## config.mk

```make
export PLATFORM = sky130hd
export DESIGN_NAME = dmsp_top
export DESIGN_NICKNAME = d
export VERILOG_FILES = /design/src/rtl/dmsp_pkg.sv /design/src/rtl/dmsp_shift_eng.sv /design/src/rtl/dmsp_uart_tx.sv /design/src/rtl/dmsp_uart_rx.sv /design/src/rtl/dmsp_top.sv
export SDC_FILE = /design/constraint.sdc
export NUM_CORES = 1
export LEC_CHECK = 0
export ABC_AREA = 0
export BUFFER_PORTS_ARGS = -buffer_cell sky130_fd_sc_hd__buf_2
export CAP_MARGIN = 5
export CELL_PAD_IN_SITES_DETAIL_PLACEMENT = 0
export CELL_PAD_IN_SITES_GLOBAL_PLACEMENT = 1
export CORE_ASPECT_RATIO = 0.9
export CORE_UTILIZATION = 51
export CTS_BUF_LIST = sky130_fd_sc_hd__clkbuf_8 sky130_fd_sc_hd__clkbuf_16
export DETAILED_ROUTE_END_ITERATION = 7
export HOLD_SLACK_MARGIN = 0.03
export PLACE_DENSITY_LB_ADDON = 0.1
export SLEW_MARGIN = 25
export SYNTH_ARGS = -nofsm -noshare
export SYNTH_HDL_FRONTEND = slang
export SYNTH_HIERARCHICAL = 1
export SYNTH_SLANG_ARGS = --single-unit
```

## constraint.sdc

```tcl
create_clock -name clk -period 3.9 [get_ports clk]
set_input_delay 0.39 -clock clk [delete_from_list [all_inputs] [get_ports clk]]
set_output_delay 0.39 -clock clk [all_outputs]
set_load 0.02 [all_outputs]
```

## src/rtl/dmsp_pkg.sv

```systemverilog
package dmsp_pkg;

    localparam int BYTE_W = 8;

    typedef enum logic {
        MODE_SHIFT = 1'b0,
        MODE_UART  = 1'b1
    } port_mode_e;

    typedef struct packed {
        logic       rx_flag;
        logic       tx_flag;
        logic [2:0] spare;
        logic       fast;
        logic       rx_on;
        port_mode_e mode;
    } ctrl_t;

    typedef enum logic [1:0] {
        SH_IDLE,
        SH_TX,
        SH_RX
    } shift_st_e;

    typedef enum logic [1:0] {
        UR_IDLE,
        UR_START,
        UR_DATA,
        UR_STOP
    } urx_st_e;

    function automatic logic vote3(input logic a, input logic b, input logic c);
        return (a & b) | (a & c) | (b & c);
    endfunction

endpackage

```

## src/rtl/dmsp_shift_eng.sv

```systemverilog
module dmsp_shift_eng
    import dmsp_pkg::*;
#(
    parameter int DW  = 8,
    parameter int DIV = 12
) (
    input  logic          clk,
    input  logic          rst,
    input  logic          active,
    input  logic          tx_req,
    input  logic [DW-1:0] tx_byte,
    input  logic          rx_allow,
    input  logic          din,
    output logic          shclk,
    output logic          dout,
    output logic          doe,
    output logic          tx_end,
    output logic          rx_end,
    output logic [DW-1:0] rx_byte
);
    localparam int PW   = $clog2(DIV);
    localparam int BW   = $clog2(DW);
    localparam int HALF = DIV / 2;

    shift_st_e     st;
    logic [PW-1:0] ph;
    logic [BW-1:0] bitn;
    logic [DW-1:0] sh;
    logic          pend;
    logic [DW-1:0] pend_byte;
    logic          last_ph;
    logic          last_bit;

    assign last_ph  = (ph == PW'(DIV - 1));
    assign last_bit = (bitn == BW'(DW - 1));

    always_ff @(posedge clk) begin
        if (rst) begin
            st        <= SH_IDLE;
            ph        <= '0;
            bitn      <= '0;
            sh        <= '0;
            pend      <= 1'b0;
            pend_byte <= '0;
        end else begin
            if (tx_req && !pend && st != SH_TX) begin
                pend      <= 1'b1;
                pend_byte <= tx_byte;
            end
            case (st)
                SH_IDLE: begin
                    if (active && pend) begin
                        st   <= SH_TX;
                        sh   <= pend_byte;
                        ph   <= '0;
                        bitn <= '0;
                        pend <= 1'b0;
                    end else if (active && rx_allow) begin
                        st   <= SH_RX;
                        ph   <= '0;
                        bitn <= '0;
                    end
                end
                default: begin
                    if (!active) begin
                        st <= SH_IDLE;
                    end else begin
                        if (st == SH_RX && ph == PW'(HALF - 1))
                            sh <= {din, sh[DW-1:1]};
                        if (last_ph) begin
                            ph <= '0;
                            if (st == SH_TX)
                                sh <= {1'b0, sh[DW-1:1]};
                            if (last_bit)
                                st <= SH_IDLE;
                            else
                                bitn <= bitn + 1'b1;
                        end else begin
                            ph <= ph + 1'b1;
                        end
                    end
                end
            endcase
        end
    end

    assign shclk   = (st == SH_IDLE) ? 1'b1 : (ph >= PW'(HALF));
    assign dout    = (st == SH_TX) ? sh[0] : 1'b1;
    assign doe     = (st == SH_TX);
    assign tx_end  = active && (st == SH_TX) && last_ph && last_bit;
    assign rx_end  = active && (st == SH_RX) && last_ph && last_bit;
    assign rx_byte = sh;

endmodule

```

## src/rtl/dmsp_uart_tx.sv

```systemverilog
module dmsp_uart_tx #(
    parameter int DW  = 8,
    parameter int OVS = 16
) (
    input  logic          clk,
    input  logic          rst,
    input  logic          active,
    input  logic          stb,
    input  logic          load,
    input  logic [DW-1:0] data,
    output logic          line,
    output logic          done
);
    localparam int FW = DW + 2;
    localparam int CW = $clog2(OVS);
    localparam int NW = $clog2(FW);

    logic          busy;
    logic [FW-1:0] fr;
    logic [CW-1:0] cnt;
    logic [NW-1:0] bitn;
    logic          bit_end;

    assign bit_end = stb && (cnt == CW'(OVS - 1));

    always_ff @(posedge clk) begin
        if (rst) begin
            busy <= 1'b0;
            fr   <= '1;
            cnt  <= '0;
            bitn <= '0;
        end else if (!active) begin
            busy <= 1'b0;
        end else if (!busy) begin
            if (load) begin
                fr   <= {1'b1, data, 1'b0};
                busy <= 1'b1;
                cnt  <= '0;
                bitn <= '0;
            end
        end else if (stb) begin
            if (bit_end) begin
                cnt <= '0;
                fr  <= {1'b1, fr[FW-1:1]};
                if (bitn == NW'(FW - 1))
                    busy <= 1'b0;
                else
                    bitn <= bitn + 1'b1;
            end else begin
                cnt <= cnt + 1'b1;
            end
        end
    end

    assign line = busy ? fr[0] : 1'b1;
    assign done = active && busy && bit_end && (bitn == NW'(FW - 1));

endmodule

```

## src/rtl/dmsp_uart_rx.sv

```systemverilog
module dmsp_uart_rx
    import dmsp_pkg::*;
#(
    parameter int DW  = 8,
    parameter int OVS = 16
) (
    input  logic          clk,
    input  logic          rst,
    input  logic          active,
    input  logic          stb,
    input  logic          din,
    output logic          got,
    output logic [DW-1:0] byte_o
);
    localparam int CW  = $clog2(OVS);
    localparam int BW  = $clog2(DW);
    localparam int MID = OVS / 2;

    urx_st_e       st;
    logic [CW-1:0] cnt;
    logic [BW-1:0] bitn;
    logic [1:0]    vt;
    logic [DW-1:0] sh;
    logic          m;
    logic          decide;

    assign m      = vote3(vt[0], vt[1], din);
    assign decide = stb && (cnt == CW'(MID + 1));

    always_ff @(posedge clk) begin
        if (rst) begin
            st   <= UR_IDLE;
            cnt  <= '0;
            bitn <= '0;
            vt   <= '0;
            sh   <= '0;
        end else if (!active) begin
            st <= UR_IDLE;
        end else begin
            case (st)
                UR_IDLE: begin
                    if (!din) begin
                        st  <= UR_START;
                        cnt <= '0;
                    end
                end
                default: begin
                    if (stb) begin
                        if (cnt == CW'(MID - 1)) vt[0] <= din;
                        if (cnt == CW'(MID))     vt[1] <= din;
                        if (decide) begin
                            case (st)
                                UR_START: if (m) st <= UR_IDLE;
                                UR_DATA:  sh <= {m, sh[DW-1:1]};
                                UR_STOP:  st <= UR_IDLE;
                                default:  ;
                            endcase
                        end
                        if (cnt == CW'(OVS - 1)) begin
                            cnt <= '0;
                            if (st == UR_START) begin
                                st   <= UR_DATA;
                                bitn <= '0;
                            end else if (st == UR_DATA) begin
                                if (bitn == BW'(DW - 1))
                                    st <= UR_STOP;
                                else
                                    bitn <= bitn + 1'b1;
                            end
                        end else begin
                            cnt <= cnt + 1'b1;
                        end
                    end
                end
            endcase
        end
    end

    assign got    = active && decide && (st == UR_STOP) && m;
    assign byte_o = sh;

endmodule

```

## src/rtl/dmsp_top.sv

```systemverilog
module dmsp_top
    import dmsp_pkg::*;
#(
    parameter int DW       = BYTE_W,
    parameter int SYNC_DIV = 12,
    parameter int OVS      = 16
) (
    input  logic          clk,
    input  logic          rst,
    input  logic          baud_tick,
    input  logic          reg_wr,
    input  logic          reg_sel,
    input  logic [DW-1:0] reg_wdata,
    output logic [DW-1:0] reg_rdata,
    input  logic          rxd_in,
    output logic          rxd_out,
    output logic          rxd_oe,
    output logic          txd,
    output logic          tx_done,
    output logic          rx_done
);
    ctrl_t         ctrl_q;
    logic [DW-1:0] rx_buf_q;
    logic [1:0]    rx_meta;
    logic          pre;
    logic          stb;
    logic          is_uart;
    logic          ctrl_wr;
    logic          buf_wr;

    logic          sh_clk, sh_dout, sh_doe, sh_tx_end, sh_rx_end;
    logic [DW-1:0] sh_byte;
    logic          u_line, u_tx_done, u_got;
    logic [DW-1:0] u_byte;
    logic          rx_store;

    assign is_uart = (ctrl_q.mode == MODE_UART);
    assign ctrl_wr = reg_wr && !reg_sel;
    assign buf_wr  = reg_wr && reg_sel;
    assign stb     = baud_tick && (ctrl_q.fast || pre);

    always_ff @(posedge clk) begin
        if (rst) begin
            rx_meta <= 2'b11;
            pre     <= 1'b0;
        end else begin
            rx_meta <= {rx_meta[0], rxd_in};
            if (baud_tick) pre <= ~pre;
        end
    end

    dmsp_shift_eng #(.DW(DW), .DIV(SYNC_DIV)) u_shift (
        .clk      (clk),
        .rst      (rst),
        .active   (!is_uart),
        .tx_req   (buf_wr && !is_uart),
        .tx_byte  (reg_wdata),
        .rx_allow (ctrl_q.rx_on && !ctrl_q.rx_flag),
        .din      (rxd_in),
        .shclk    (sh_clk),
        .dout     (sh_dout),
        .doe      (sh_doe),
        .tx_end   (sh_tx_end),
        .rx_end   (sh_rx_end),
        .rx_byte  (sh_byte)
    );

    dmsp_uart_tx #(.DW(DW), .OVS(OVS)) u_utx (
        .clk    (clk),
        .rst    (rst),
        .active (is_uart),
        .stb    (stb),
        .load   (buf_wr && is_uart),
        .data   (reg_wdata),
        .line   (u_line),
        .done   (u_tx_done)
    );

    dmsp_uart_rx #(.DW(DW), .OVS(OVS)) u_urx (
        .clk    (clk),
        .rst    (rst),
        .active (is_uart && ctrl_q.rx_on),
        .stb    (stb),
        .din    (rx_meta[1]),
        .got    (u_got),
        .byte_o (u_byte)
    );

    assign rx_store = (sh_rx_end || u_got) && !ctrl_q.rx_flag;

    always_ff @(posedge clk) begin
        if (rst) begin
            ctrl_q   <= '0;
            rx_buf_q <= '0;
        end else begin
            if (ctrl_wr) begin
                ctrl_q       <= ctrl_t'(reg_wdata[7:0]);
                ctrl_q.spare <= '0;
            end
            if (sh_tx_end || u_tx_done)
                ctrl_q.tx_flag <= 1'b1;
            if (rx_store) begin
                ctrl_q.rx_flag <= 1'b1;
                rx_buf_q       <= sh_rx_end ? sh_byte : u_byte;
            end
        end
    end

    assign reg_rdata = reg_sel ? rx_buf_q : DW'(ctrl_q);
    assign txd       = is_uart ? u_line : sh_clk;
    assign rxd_out   = sh_dout;
    assign rxd_oe    = sh_doe;
    assign tx_done   = ctrl_q.tx_flag;
    assign rx_done   = ctrl_q.rx_flag;

endmodule

```

==> run summary <==
=================================================================================
Status ............................................................. finished with violations
Violations in the final reports .................................... design-rule violations
Number of I/O pins .................................................           27
Routed via count ...................................................         3189
Register share of total power ......................................        0.542
Switching part of the total ........................................        0.268
IR drop worst, VDD .................................................       221 µV
CP max stage cell .................................................. sky130_fd_sc_hd__o21ba_1
Portion of total power attributed to the clock network .............        0.360
Pin count of the biggest net entering global routing ...............           47
Combinational group share of total power ...........................        0.098
Critical path arrival ..............................................      2.90 ns
Actual slew at the worst max-slew pin ..............................     0.842 ns
Wire length of the first global-routing pass .......................      14.2 mm
Clock Root Buffer .................................................. sky130_fd_sc_hd__clkbuf_8
Post-route setup TNS ...............................................         0 ns
Worst Setup End Kind ...............................................    flip-flop
Achievable frequency ...............................................    0.381 GHz
Filler cell count in the final layout ..............................          751
Violation count after the first detailed-route iteration ...........           95
Portion of synthesized cell area occupied by the leading cell type .        0.376
Critical setup path kind ........................................... flip-flop to flip-flop
Warnings from Yosys ................................................            6
Relative slew slack ................................................        0.439
Routed wirelength normalized by instance count .....................      15.5 µm
Critical path's top delay family ................................... compound AO/OA/AOI/OAI gates
Detailed-route vias per instance ...................................         5.62
Antenna-violating nets left ........................................            0
Count of clock tree sinks ..........................................           79
Area growth, synth to finish .......................................        6.73%
Buffers inserted during post-CTS setup optimization ................            0
CTS tree ...........................................................        built
Hold-fix buffer count after cts ....................................            0
Clock Latency Late Sink ............................................      0.35 ns
Die footprint ......................................................     8610 µm²
Resized Gates After CTS ............................................            0
Switching Power ....................................................     0.426 mW
Final setup viols ..................................................            0
Cell type contributing the most total cell area after synthesis .... sky130_fd_sc_hd__dfxtp_1
CP required ........................................................      4.17 ns
Overall power ......................................................      1.59 mW
Num CTS Buffers ....................................................            9
Last weighted congestion value of the routability-driven placer ....        0.799
Number of instances in the synthesized netlist .....................          448
Buffer and inverter count on the worst path ........................            2
Final instance area ................................................     4480 µm²
Portion of the post-synthesis area used by sequential elements .....        0.376
RSZ-0062 raised after global routing ...............................           no
Multi-input logic area .............................................     2370 µm²
Number of H-tree levels ............................................            3
Mean area per synthesized cell .....................................     9.38 µm²
Hold violation total from the final report .........................            0
Antenna violations before repair ...................................            0
Fraction of layout cells with a size suffix above 1 ................        0.182
Post-synthesis async set-or-reset flop share .......................            0
Register bit count reported by yosys ...............................           79
Tightest hold margin ...............................................     0.278 ns
Most common flop cell mapped by yosys .............................. sky130_fd_sc_hd__dfxtp_1
Net count after synthesis ..........................................          479
Initial cell density of the core ...................................        0.523
Clock-pin slew on the worst setup and hold paths ...................      0.08 ns
Final net count ....................................................          494
Most instantiated library cell after synthesis ..................... sky130_fd_sc_hd__dfxtp_1
DRC violations left ................................................            4
Remaining global-route overflow ....................................            0
Global-route usage over all layers .................................        0.211
Tcrit/Tclk final ...................................................        0.673
Port bufs ..........................................................           26
Hold path start ....................................................       rxd_in
Worst-path fanout max ..............................................           17
Number of antenna cells inserted ...................................            0
Cell variety after synth ...........................................           70
Endpoint of the most critical register-to-register path ............  rx_buf_q[5]
Top cells by instance count after synthesis ........................ sky130_fd_sc_hd__dfxtp_1 (79), sky130_fd_sc_hd__nor2_1 (78), sky130_fd_sc_hd__mux2i_1 (41), sky130_fd_sc_hd__nand2_1 (21), sky130_fd_sc_hd__ha_1 (17)
Path category of the worst min-delay check ......................... input pin to flip-flop
R2R depth ..........................................................            7
Longest individual stage delay on the worst path ...................      0.63 ns
CP Launch Type .....................................................    flip-flop
Worst hold path depth ..............................................            2
Number of slew-limit violations in the final report ................            0
Cell area after placement ..........................................     4300 µm²
Number of cell rows ................................................           31
Sequential standard cell area ......................................     1580 µm²
Launch instance of the worst register-to-register path .............      is_uart
Worst clock skew ...................................................    0.0108 ns
Clock period minus final worst setup slack .........................      2.63 ns
Number of synthesized flops with an enable pin .....................            0
Worst reg2reg setup slack ..........................................      1.27 ns
Ratio of total power to cell area ..................................   354 nW/µm²
Cell types occupying the most area after synthesis ................. sky130_fd_sc_hd__dfxtp_1 (38%), sky130_fd_sc_hd__mux2i_1 (9.8%), sky130_fd_sc_hd__nor2_1 (7.0%), sky130_fd_sc_hd__ha_1 (5.1%), sky130_fd_sc_hd__a211oi_2 (2.4%)
Routed WL ..........................................................      8.77 mm
Via count of the first global-routing pass .........................         2851
Die X-Extent .......................................................      97.7 µm
Largest buffer count on any clock path .............................            2
Critical path cell sequence ........................................ inv_1 -> nand3_1 -> nor2_1 -> buf_4 -> o21ba_1 -> nor2_1 -> a211oi_2
Vertical die dimension .............................................      88.1 µm
Most used cell, CP ................................................. sky130_fd_sc_hd__nor2_1
Min-Delay Endpoint .................................................   rx_meta[0]
Static Leakage .....................................................      1.68 nW
Post-Synthesis Cell Area ...........................................     4200 µm²
Detail Placement HPWL ..............................................      6.23 mm
Pre-Repair DR Iteration Count ......................................            6
Number of max-cap violations .......................................            0
Core outline area ..................................................     8030 µm²
P_int ..............................................................      1.16 mW
Post-layout util ...................................................        0.559
=================================================================================
logic make-up after synthesis:
logic type | count (synthesis) | share of synthesized area
flip-flops | 79 | 0.376
multiplexers | 49 | 0.120
AO/OA/AOI/OAI | 86 | 0.175
XOR/XNOR | 2 | 0.00417
AND/OR/NAND/NOR | 172 | 0.213
buffers and inverters | 42 | 0.0584
adder cells (fa/ha/maj) | 18 | 0.0530
cell usage in the layout (no fill, tap or decap), types with 4 or more instances in the layout:
cell	Yosys	final
sky130_fd_sc_hd__dfxtp_1	79	79
sky130_fd_sc_hd__nor2_1	78	78
sky130_fd_sc_hd__mux2i_1	41	41
sky130_fd_sc_hd__buf_2	6	26
sky130_fd_sc_hd__nand2_1	21	21
sky130_fd_sc_hd__ha_1	17	17
sky130_fd_sc_hd__a21oi_1	16	16
sky130_fd_sc_hd__inv_1	14	15
sky130_fd_sc_hd__o21ai_0	12	12
sky130_fd_sc_hd__clkbuf_8	0	11
sky130_fd_sc_hd__nand3_1	10	10
sky130_fd_sc_hd__a211o_1	9	9
sky130_fd_sc_hd__a211oi_2	8	8
sky130_fd_sc_hd__nand3b_1	8	8
sky130_fd_sc_hd__o221a_2	8	8
sky130_fd_sc_hd__and2_1	6	6
sky130_fd_sc_hd__nand2b_1	6	6
sky130_fd_sc_hd__mux2_2	5	5
sky130_fd_sc_hd__nor2b_1	4	4
sky130_fd_sc_hd__buf_4	3	4
sky130_fd_sc_hd__nand4_1	4	4
sky130_fd_sc_hd__nor3b_1	4	4
sky130_fd_sc_hd__a22oi_1	4	4
sky130_fd_sc_hd__and3_1	4	4
sky130_fd_sc_hd__a211oi_1	4	4
metrics by stage:
stage | setup slack, ns | instances
3_5_place_dp | 1.32 | 551
6_report | 1.27 | 567
3_3_place_gp | 1.43 | 551
2_1_floorplan | 2.04 | 448
4_1_cts | 1.29 | 567
5_1_grt | 1.03 | 567
registers in the layout, indices dropped and copies added, names as in the netlist, 3 cells and up:
signal / flops
u_utx/fr: 9
rx_buf_q: 8
u_shift/pend_byte: 8
u_shift/rx_byte: 8
u_urx/byte_o: 8
u_shift/ph: 4
u_urx/cnt: 4
u_utx/bitn: 4
u_utx/cnt: 4
u_shift/bitn: 3
u_urx/bitn: 3
how the worst max path moves through the flow:
stage | startpoint | endpoint | cells after the start
global placement | is_uart | rx_buf_q[6] | 7
floorplan | u_shift/ph[1] | rx_buf_q[0] | 10
detailed placement | is_uart | rx_buf_q[1] | 7
global route | is_uart | rx_buf_q[6] | 7
CTS | is_uart | rx_buf_q[1] | 7
finish | is_uart | rx_buf_q[5] | 7
area by class of cell:
type / instances / area share
Inverter: 16 / 0.0134
Sequential cell: 79 / 0.353
Timing Repair Buffer: 30 / 0.0357
Multi-Input combinational cell: 327 / 0.530
Tap cell: 99 / 0.0276
Clock buffer: 11 / 0.0338
Clock inverter: 5 / 0.00725
power groups by stage:
stage                     logic (mW)  registers (mW)  clock network [mW]
after floorplan                0.128           0.864                   0
after global placement         0.155           0.877                   0
after detailed placement       0.156           0.878                   0
after CTS                      0.156           0.860               0.590
after global routing           0.170           0.864               0.621
final                          0.155           0.860               0.571
routing by layer:
layer  GRT usage  wire length (µm)  share of wire  vias to the layer above
li1            -                 -              -                     1618
met5           0                 0              0                        -
met1       0.292              4480           0.51                     1504
met3      0.0471               289          0.033                        6
met2       0.335              3960           0.45                       61
met4      0.0537                53         0.0060                        0
(Power assumes the default switching activity.)
